$ cat config.mk
export PLATFORM = sky130hd
export DESIGN_NAME = offwake_seq
export DESIGN_NICKNAME = d
export VERILOG_FILES = /design/src/rtl/owk_pkg.sv /design/src/rtl/owk_timer.sv /design/src/rtl/owk_fsm.sv /design/src/rtl/owk_outdec.sv /design/src/rtl/offwake_seq.sv
export SDC_FILE = /design/constraint.sdc
export NUM_CORES = 1
export LEC_CHECK = 0
export CAP_MARGIN = 20
export CORE_UTILIZATION = 35
export DETAILED_ROUTE_END_ITERATION = 12
export SLEW_MARGIN = 20
export SYNTH_ARGS = -nofsm -noshare
export SYNTH_HDL_FRONTEND = slang
export SYNTH_SLANG_ARGS = --single-unit
$ cat constraint.sdc
create_clock -name clk -period 2.69 [get_ports clk]
set_input_delay 0.269 -clock clk [delete_from_list [all_inputs] [get_ports clk]]
set_output_delay 0.269 -clock clk [all_outputs]
set_load 0.01 [all_outputs]
$ cat src/rtl/owk_pkg.sv
package owk_pkg;

  typedef enum logic [2:0] {
    ST_OFF    = 3'd0,
    ST_OSC    = 3'd1,
    ST_RAMP   = 3'd2,
    ST_SETTLE = 3'd3,
    ST_HOLD   = 3'd4,
    ST_RUN    = 3'd5
  } owk_state_e;

  localparam int NUM_TMR  = 4;
  localparam int TMR_RAMP = 0;
  localparam int TMR_OSC  = 1;
  localparam int TMR_RAIL = 2;
  localparam int TMR_RST  = 3;

  typedef struct packed {
    logic osc_en;
    logic clk_req;
    logic wkreg_en;
    logic off_req;
    logic dom_pwr;
    logic mem_reg;
    logic analog;
    logic core_rst;
    logic mpu_rst;
  } owk_ctl_t;

  // Effective window length in cycles for a programmed count.
  function automatic int unsigned owk_win(input int unsigned n);
    return (n == 0) ? 1 : n;
  endfunction

  // The chain is armed only when both software enables are set.
  function automatic logic owk_armed(input logic wake_en, input logic chain_en);
    return wake_en & chain_en;
  endfunction

  // Output levels for each state; core reset is freed once its window ends.
  function automatic owk_ctl_t owk_decode(input owk_state_e s, input logic rst_exp);
    owk_ctl_t c;
    c          = '0;
    c.off_req  = 1'b1;
    c.core_rst = 1'b1;
    c.mpu_rst  = 1'b1;
    case (s)
      ST_OSC: begin
        c.osc_en  = 1'b1;
        c.clk_req = 1'b1;
      end
      ST_RAMP: begin
        c.osc_en   = 1'b1;
        c.clk_req  = 1'b1;
        c.wkreg_en = 1'b1;
      end
      ST_SETTLE: begin
        c.osc_en   = 1'b1;
        c.clk_req  = 1'b1;
        c.wkreg_en = 1'b1;
        c.off_req  = 1'b0;
      end
      ST_HOLD: begin
        c.osc_en   = 1'b1;
        c.clk_req  = 1'b1;
        c.wkreg_en = 1'b1;
        c.off_req  = 1'b0;
        c.dom_pwr  = 1'b1;
        c.mem_reg  = 1'b1;
        c.analog   = 1'b1;
        c.core_rst = ~rst_exp;
      end
      ST_RUN: begin
        c.osc_en   = 1'b1;
        c.clk_req  = 1'b1;
        c.wkreg_en = 1'b1;
        c.off_req  = 1'b0;
        c.dom_pwr  = 1'b1;
        c.mem_reg  = 1'b1;
        c.analog   = 1'b1;
        c.core_rst = 1'b0;
        c.mpu_rst  = 1'b0;
      end
      default: ;
    endcase
    return c;
  endfunction

endpackage

$ cat src/rtl/owk_timer.sv
module owk_timer #(
  parameter int W = 16
) (
  input  logic         clk,
  input  logic         rst,
  input  logic         load,
  input  logic [W-1:0] load_val,
  output logic         expired
);
  localparam logic [W-1:0] ONE = W'(1);

  logic [W-1:0] cnt_q;

  // Counts down to 1 and holds there; the window is max(n,1) cycles long.
  always_ff @(posedge clk) begin
    if (rst)
      cnt_q <= '0;
    else if (load)
      cnt_q <= load_val;
    else if (cnt_q > ONE)
      cnt_q <= cnt_q - ONE;
  end

  assign expired = (cnt_q <= ONE);
endmodule

$ cat src/rtl/owk_fsm.sv
module owk_fsm
  import owk_pkg::*;
(
  input  logic               clk,
  input  logic               rst,
  input  logic               wake_evt,
  input  logic               io_wake_en,
  input  logic               io_chain_en,
  input  logic               ramp_use_ack,
  input  logic               ramp_ack,
  input  logic               pad_ovr,
  input  logic [NUM_TMR-1:0] tmr_exp,
  output owk_state_e         state_q,
  output logic [NUM_TMR-1:0] tmr_load,
  output logic               pad_norm_q,
  output logic               done_q,
  output logic               wake_take,
  output logic               ramp_fin,
  output logic               settle_join,
  output logic               hold_fin
);
  owk_state_e nxt;

  assign wake_take   = wake_evt & owk_armed(io_wake_en, io_chain_en);
  assign ramp_fin    = ramp_use_ack ? ramp_ack : tmr_exp[TMR_RAMP];
  assign settle_join = tmr_exp[TMR_OSC] & tmr_exp[TMR_RAIL];
  assign hold_fin    = tmr_exp[TMR_RST] & pad_norm_q;

  always_comb begin
    nxt = state_q;
    case (state_q)
      ST_OFF:    if (wake_take)   nxt = ST_OSC;
      ST_OSC:                     nxt = ST_RAMP;
      ST_RAMP:   if (ramp_fin)    nxt = ST_SETTLE;
      ST_SETTLE: if (settle_join) nxt = ST_HOLD;
      ST_HOLD:   if (hold_fin)    nxt = ST_RUN;
      ST_RUN:                     nxt = ST_RUN;
      default:                    nxt = ST_OFF;
    endcase
  end

  always_comb begin
    tmr_load           = '0;
    tmr_load[TMR_RAMP] = (state_q == ST_OSC);
    tmr_load[TMR_OSC]  = (state_q == ST_RAMP) & ramp_fin;
    tmr_load[TMR_RAIL] = (state_q == ST_RAMP) & ramp_fin;
    tmr_load[TMR_RST]  = (state_q == ST_SETTLE) & settle_join;
  end

  always_ff @(posedge clk) begin
    if (rst) begin
      state_q    <= ST_OFF;
      pad_norm_q <= 1'b0;
      done_q     <= 1'b0;
    end else begin
      state_q    <= nxt;
      pad_norm_q <= pad_norm_q | (pad_ovr & ((nxt == ST_HOLD) | (nxt == ST_RUN)));
      done_q     <= (state_q == ST_HOLD) & hold_fin;
    end
  end
endmodule

$ cat src/rtl/owk_outdec.sv
module owk_outdec
  import owk_pkg::*;
(
  input  owk_state_e state_q,
  input  logic       rst_exp,
  output owk_ctl_t   ctl
);
  assign ctl = owk_decode(state_q, rst_exp);
endmodule

$ cat src/rtl/offwake_seq.sv
module offwake_seq
  import owk_pkg::*;
#(
  parameter int CW = 16
) (
  input  logic          clk,
  input  logic          rst,
  input  logic          wake_evt,
  input  logic          io_wake_en,
  input  logic          io_chain_en,
  input  logic [CW-1:0] osc_setup_cyc,
  input  logic [CW-1:0] rail_setup_cyc,
  input  logic [CW-1:0] rst_hold_cyc,
  input  logic [CW-1:0] ramp_tmo_cyc,
  input  logic          ramp_use_ack,
  input  logic          ramp_ack,
  input  logic          pad_ovr,
  output logic          osc_en,
  output logic          clk_req,
  output logic          wkreg_en,
  output logic          off_mode_req,
  output logic          dom_pwr_on,
  output logic          mem_reg_on,
  output logic          analog_on,
  output logic          core_rst,
  output logic          mpu_rst,
  output logic          pad_normal,
  output logic [2:0]    state_o,
  output logic          seq_done
);
  logic [CW-1:0]      tmr_val [NUM_TMR];
  logic [NUM_TMR-1:0] tmr_load;
  logic [NUM_TMR-1:0] tmr_exp;
  owk_state_e         state_q;
  owk_ctl_t           ctl;
  logic               pad_norm_q, done_q;
  logic               wake_take, ramp_fin, settle_join, hold_fin;
  logic               osc_exp, rail_exp, rst_exp;

  assign tmr_val[TMR_RAMP] = ramp_tmo_cyc;
  assign tmr_val[TMR_OSC]  = osc_setup_cyc;
  assign tmr_val[TMR_RAIL] = rail_setup_cyc;
  assign tmr_val[TMR_RST]  = rst_hold_cyc;

  for (genvar i = 0; i < NUM_TMR; i++) begin : g_tmr
    owk_timer #(.W(CW)) u_tmr (
      .clk      (clk),
      .rst      (rst),
      .load     (tmr_load[i]),
      .load_val (tmr_val[i]),
      .expired  (tmr_exp[i])
    );
  end

  assign osc_exp  = tmr_exp[TMR_OSC];
  assign rail_exp = tmr_exp[TMR_RAIL];
  assign rst_exp  = tmr_exp[TMR_RST];

  owk_fsm u_fsm (
    .clk          (clk),
    .rst          (rst),
    .wake_evt     (wake_evt),
    .io_wake_en   (io_wake_en),
    .io_chain_en  (io_chain_en),
    .ramp_use_ack (ramp_use_ack),
    .ramp_ack     (ramp_ack),
    .pad_ovr      (pad_ovr),
    .tmr_exp      (tmr_exp),
    .state_q      (state_q),
    .tmr_load     (tmr_load),
    .pad_norm_q   (pad_norm_q),
    .done_q       (done_q),
    .wake_take    (wake_take),
    .ramp_fin     (ramp_fin),
    .settle_join  (settle_join),
    .hold_fin     (hold_fin)
  );

  owk_outdec u_dec (
    .state_q (state_q),
    .rst_exp (rst_exp),
    .ctl     (ctl)
  );

  assign osc_en       = ctl.osc_en;
  assign clk_req      = ctl.clk_req;
  assign wkreg_en     = ctl.wkreg_en;
  assign off_mode_req = ctl.off_req;
  assign dom_pwr_on   = ctl.dom_pwr;
  assign mem_reg_on   = ctl.mem_reg;
  assign analog_on    = ctl.analog;
  assign core_rst     = ctl.core_rst;
  assign mpu_rst      = ctl.mpu_rst;
  assign pad_normal   = pad_norm_q;
  assign state_o      = state_q;
  assign seq_done     = done_q;
endmodule

==> results of run 1 <==
-- cells by family after synthesis --
kind of cell               count (synthesis)
and+or+nand+nor                          214
AOI/OAI and AO/OA                        125
adders and majority gates                  8
buffers and inverters                     41
muxes                                      2
DFF                                       69
xor gates and xnor gates                  40
-- metrics by stage --
| stage | hold WS, ns | instances | instance area [um2] |
|---|---|---|---|
| 2_1_floorplan | 0.386 | 499 | 4060 |
| 3_3_place_gp | 0.481 | 711 | 5070 |
| 3_5_place_dp | 0.479 | 711 | 5070 |
| 4_1_cts | 0.480 | 726 | 5350 |
| 5_1_grt | 0.503 | 726 | 5350 |
| 6_report | 0.485 | 726 | 5350 |
-- cell usage after synthesis (all sizes together) (3+ instances only) --
| master | number |
|---|---|
| xor2 | 17 |
| a31oi | 4 |
| nand4 | 7 |
| a311oi | 5 |
| inv | 11 |
| o31ai | 11 |
| o2bb2ai | 14 |
| nand3b | 3 |
| and3 | 3 |
| nand2b | 3 |
| nor3 | 23 |
| o21ai | 19 |
| clkbuf | 20 |
| or3 | 17 |
| nand2 | 38 |
| and2 | 5 |
| or2 | 4 |
| ha | 8 |
| a21oi | 42 |
| a211oi | 11 |
| buf | 10 |
| o211ai | 6 |
| or4 | 14 |
| xnor2 | 23 |
| nor2 | 45 |
| nand3 | 28 |
| dfxtp | 69 |
| nor4 | 17 |
-- worst max-delay path: stages, from the launching register on --
cell and delay, ns:
dfxtp_1 0.34, or4_1 0.61, nor4_4 0.33, and2_0 0.21, o21ai_0 0.08, dlygate4sd2_1 0.33
-- layer usage --
| layer | wire (um) | vias up |
|---|---|---|
| met1 | 5050 | 1807 |
| met3 | 532 | 14 |
| met4 | 178 | 0 |
| met5 | 0 | - |
| li1 | - | 2003 |
| met2 | 5320 | 90 |
-- flip-flops by register name, indices dropped and copies added (netlist names) --
signal and cells:
u_fsm.state_q 3, g_tmr.u_tmr.cnt_q 64, u_fsm.done_q 1, u_fsm.pad_norm_q 1
-- final cells by class --
type	instances	area, um2	area share
clock buffer	13	250	0.0468
clock inverter	2	10.0	0.00187
inverter	11	41.3	0.00772
multi-input combinational	389	2510	0.470
sequential	69	1380	0.258
tap	140	175	0.0328
timing repair buffer	102	977	0.183
-- power by group --
part | total [uW] | leakage, uW | internal, uW | switching [uW]
clock | 1070 | 0.000129 | 642 | 431
combinational | 3430 | 0.00124 | 1550 | 1880
sequential | 1780 | 0.000567 | 1390 | 388
-- worst paths after layout --
check,end,slack (ns),from
worst max-delay path,core_rst,0.19,g_tmr[3].u_tmr.cnt_q[7]
worst min-delay path,g_tmr[2].u_tmr.cnt_q[11],0.49,g_tmr[2].u_tmr.cnt_q[11]
worst max register to register,g_tmr[3].u_tmr.cnt_q[14],0.30,g_tmr[2].u_tmr.cnt_q[2]
worst min register to register,g_tmr[2].u_tmr.cnt_q[11],0.49,g_tmr[2].u_tmr.cnt_q[11]
==> metrics, run 1 <==
outcome=complete, no violations; Avg Cell Area, Syn=8.13 um2; Max Clock Skew=0.00782 ns; final weighted congestion in routability-driven placement=0.856; worst-path fanout max=7; Power Dens Cells=1180 mW/mm2; TritonRoute pass-1 iters=4; most frequent cells in the layout=clkdlybuf4s50_1, dfxtp_1, nor2_1; first-pass GRT wire length=18.5 mm; asr flop ratio synth=0; M1 GR Usage=0.256; count of cells resized by post-cts repair=3; largest family of logic cells by synthesized area=simple AND/OR/NAND/NOR gates; H-tree levels=3; commonest non-fill, non-tap cell in the layout=clkdlybuf4s50_1; Filler Cells Inserted=1091; drt wl/cell=15.3 um; full die area=0.0120 mm2; DRC=0; share of the synthesized area in the top cell type=0.340; required time of the worst setup path=2.42 ns; CTS Buf Count=9; Antenna Nets Post-Route=0; Post-synth EDFFs=0; post-cts hold buffer count=0; vias in the first global route=3795; Max VDD drop=499 uV; dpl hpwl=7.91 mm; cells after synthesis=499; Setup TNS=0 ns; post-synth top area cell=dfxtp_1; Max Freq=400 MHz; GR peak layer=met2; simple-gate share of the synthesized area=0.294; overall die height=110 um; Synth Area in XOR/XNOR=0.0863; layout cells sized above 1=0.0853; Compound-Gate Fraction of Synth Area=0.205; Post-synth top flop=dfxtp_1; Leak Pwr=0.00194 uW; DRT Wirelength=11.1 mm; crit start category=flip-flop; Core Region=0.0111 mm2; setup violators final=0; Synth-to-Final Area Change=31.7%; critical path class=flip-flop to primary output; Buffers on Ports=85; Skew-Pair Late Insertion Delay=0.33 ns; FF-to-FF path depth=5; Max-cap violations=0; largest net degree at the start of global routing=43; CTS tree=done; setup ws final=0.190 ns; gr usage total=0.197; Synth warnings=0; M3 GR Usage=0.0415; CTS Buffer Depth=2; period utilization=0.929; library cells used by synthesis=57; syn_nets=579; met2 usage=0.323; vias per cell=5.39; DR vias=3914; die width=110 um; Seq cells post-synth=69; Initial Utilization=0.366; CP Capture Type=primary output; grt ovf=0; Place WS=0.124 ns; Hold Violations, Final=0; initial antenna violation count=0; Worst-Margin Slew=0.669 ns; clock sinks=69; worst hold stages=2; Worst-path clk slew=0.06 ns; post-synthesis adder-cell area fraction=0.0247; mux contribution to synthesized area=0.00493; arrival time worst endpoint=2.23 ns; sequential share of the synthesized area=0.340; unrepaired setup endpoints after global routing=false; Final Total Pwr=6280 uW; I/O pin total=86; nets=662; n_diodes=0; Synth area leaders=dfxtp_1, a21oi_1, xnor2_1; final core utilization=0.482; minimum clock period=2.50 ns; Root Buffer=clkbuf_16; Mapped Area=0.00406 mm2; Slew Viols, Final=0; worst min-delay path class=flip-flop to flip-flop; Core Rows=38; Slew HR=0.550; Setup Buffers After CTS=0; DR iter-0 viols=135
No activity file was read; power rests on OpenSTA's default activity.
==> inputs of run 2 (changes only) <==
==> constraint.sdc (replaced) <==
create_clock -name clk -period 2.69 [get_ports clk]
set_input_delay 0.6725 -clock clk [delete_from_list [all_inputs] [get_ports clk]]
set_output_delay 0.6725 -clock clk [all_outputs]
set_load 0.01 [all_outputs]
==> metrics, run 2 (synthesis results as in run 1) <==
outcome=complete, no violations; vias in the first global route=3971 (+4.6%); H-tree levels=3 (unchanged); crit start category=input pin; full die area=0.0120 mm2 (unchanged); TritonRoute pass-1 iters=5 (+1); period utilization=0.955 (+0.0254); clock share of power=0.196 (+0.025); worst path cell trace=clkdlybuf4s50_1, or4b_2, or3_1, o21a_2, buf_4, o21ai_0, a21oi_1; worst-path fanout max=6 (-1); overall die height=110 um (unchanged); CTS Buffer Depth=2 (unchanged); setup violators final=0 (unchanged); final weighted congestion in routability-driven placement=0.816 (-4.6%); drt wl/cell=15.0 um (-1.4%); Buffers on Ports=85 (unchanged); CP max stage delay=0.60 ns (about the same); endpoint of the worst hold path=g_tmr[2].u_tmr.cnt_q[11]; n_diodes=0 (unchanged); R2R setup slack=0.27 ns (-0.03 ns); DRT Wirelength=11.2 mm (+0.96%); Max VDD drop=482 uV (-3.4%); clock sinks=69 (unchanged); Reg power frac=0.264 (-0.020); I/O pin total=86 (unchanged); largest net degree at the start of global routing=25 (-42%); gr usage total=0.201 (+0.00428); grt ovf=0 (unchanged); arrival time worst endpoint=2.79 ns (+0.56 ns); DRC=0 (unchanged); Max Freq=389 MHz (-2.7%); DR iter-0 viols=156 (+16%); Synth-to-Final Area Change=36.7%; CP Capture Type=flip-flop; Sw Ratio=0.412 (-0.0173); Top delay family on crit path=simple AND/OR/NAND/NOR gates; FF-to-FF Start=g_tmr[2].u_tmr.cnt_q[2]; first-pass GRT wire length=18.8 mm (+1.7%); Setup TNS=0 ns (unchanged); Root Buffer=clkbuf_16; initial antenna violation count=0 (unchanged); worst min-delay path class=flip-flop to flip-flop; most frequent cells in the layout=clkdlybuf4s50_1, dfxtp_1, nor2_1; setup ws final=0.121 ns (-0.0685 ns); Max-cap violations=0 (unchanged); CTS tree=done; unrepaired setup endpoints after global routing=false; vias per cell=5.35 (-0.69%); dpl hpwl=8.16 mm (+3.2%); CP Buf/Inv Count=2 (+1); Slew HR=0.584 (+0.0340); Hold Path Origin=g_tmr[2].u_tmr.cnt_q[11]; Max Clock Skew=0.00926 ns (+0.00144 ns); Worst-Margin Slew=0.619 ns (-0.0505 ns); Worst-path clk slew=0.06 ns (about the same); Core Rows=38 (unchanged); FF-to-FF End=g_tmr[3].u_tmr.cnt_q[14]; worst hold stages=2 (unchanged); Leak Pwr=0.00206 uW (+6.3%); required time of the worst setup path=2.92 ns (+0.50 ns); Final Total Pwr=6630 uW (+5.5%); layout cells sized above 1=0.119 (+0.0341); Initial Utilization=0.366 (unchanged); CTS Buf Count=9 (unchanged); combinational share of power=0.540 (-0.005); Hold Violations, Final=0 (unchanged); Finished Layout Cells=743 (+2.3%); FF-to-FF path depth=5 (unchanged); Power Dens Cells=1200 mW/mm2 (+1.7%); Most flops, register=g_tmr.u_tmr.cnt_q; DP Cell Count=727 (+2.3%); Antenna Nets Post-Route=0 (unchanged); Top Registers=g_tmr.u_tmr.cnt_q x64, u_fsm.state_q x3; Slew Viols, Final=0 (unchanged); minimum clock period=2.57 ns (+0.0685 ns); die width=110 um (unchanged); Place WS=-0.271 ns (-0.395 ns); Setup Buffers After CTS=0 (unchanged); nets=678 (+2.4%); net switching power=2730 uW (+1.3%); post-cts hold buffer count=0 (unchanged); DR vias=3978 (+1.6%); Core Region=0.0111 mm2 (unchanged); slowest CP cell=or4b_2; critical path class=input pin to flip-flop; max reg flops=64 (unchanged); Internal=3900 uW (+8.7%); Skew-Pair Late Insertion Delay=0.34 ns (about the same); commonest non-fill, non-tap cell in the layout=clkdlybuf4s50_1
==> run 2: worst max-delay path by stage <==
stage                                    end                     from  slack (ns)  depth (start not counted)
floorplan            g_tmr[1].u_tmr.cnt_q[2]             ramp_use_ack        0.27                          6
global placement    g_tmr[1].u_tmr.cnt_q[15]             ramp_use_ack       -0.27                          7
detailed placement  g_tmr[2].u_tmr.cnt_q[11]             ramp_use_ack       -0.27                          7
CTS                                 core_rst  g_tmr[3].u_tmr.cnt_q[7]       0.003                          6
global route        g_tmr[1].u_tmr.cnt_q[15]             ramp_use_ack        0.02                          7
finish              g_tmr[2].u_tmr.cnt_q[11]             ramp_use_ack        0.12                          7
==> run 2: layer usage <==
layer	GRT usage	vias up	part of all wire
met4	0.0590	0	0.011
met5	0	-	0
met2	0.346	65	0.50
li1	-	2033	-
met1	0.253	1870	0.46
met3	0.0403	10	0.035
==> run 2: cell type report <==
type | count | area (um2)
clock buffer | 12 | 256
clock inverter | 4 | 70.1
fill | 1089 | 5530
inverter | 11 | 41.3
multi-input combinational | 389 | 2510
sequential | 69 | 1380
tap | 140 | 175
timing repair buffer | 118 | 1110
==> run 2: timing repair <==
| action | CTS | global route |
|---|---|---|
| pin swaps | 1 | 0 |
| gates resized for setup | 4 | 5 |
| endpoints found under the setup margin | 1 | 8 |
==> run 2: tightest hold or removal path, stage by stage (launching register included) <==
cell,delay (ns)
dfxtp_1,0.32
o21ai_0,0.07
a21oi_1,0.06
==> run 2: metrics by stage <==
step | utilization | hold WS, ns | instance area [um2]
after floorplan | - | 0.455 | 4060
after global placement | 0.470 | 0.479 | 5200
after detailed placement | 0.470 | 0.480 | 5200
after CTS | 0.500 | 0.491 | 5540
after global routing | 0.501 | 0.538 | 5550
final | 0.501 | 0.493 | 5550
==> run 2: power groups by stage <==
| stage | clock network, uW | registers (uW) | logic [uW] |
|---|---|---|---|
| floorplan | 0 | 1690 | 2650 |
| global placement | 0 | 1740 | 3460 |
| detailed placement | 0 | 1760 | 3510 |
| CTS | 1330 | 1740 | 3570 |
| global route | 1380 | 1810 | 4030 |
| finish | 1300 | 1750 | 3580 |
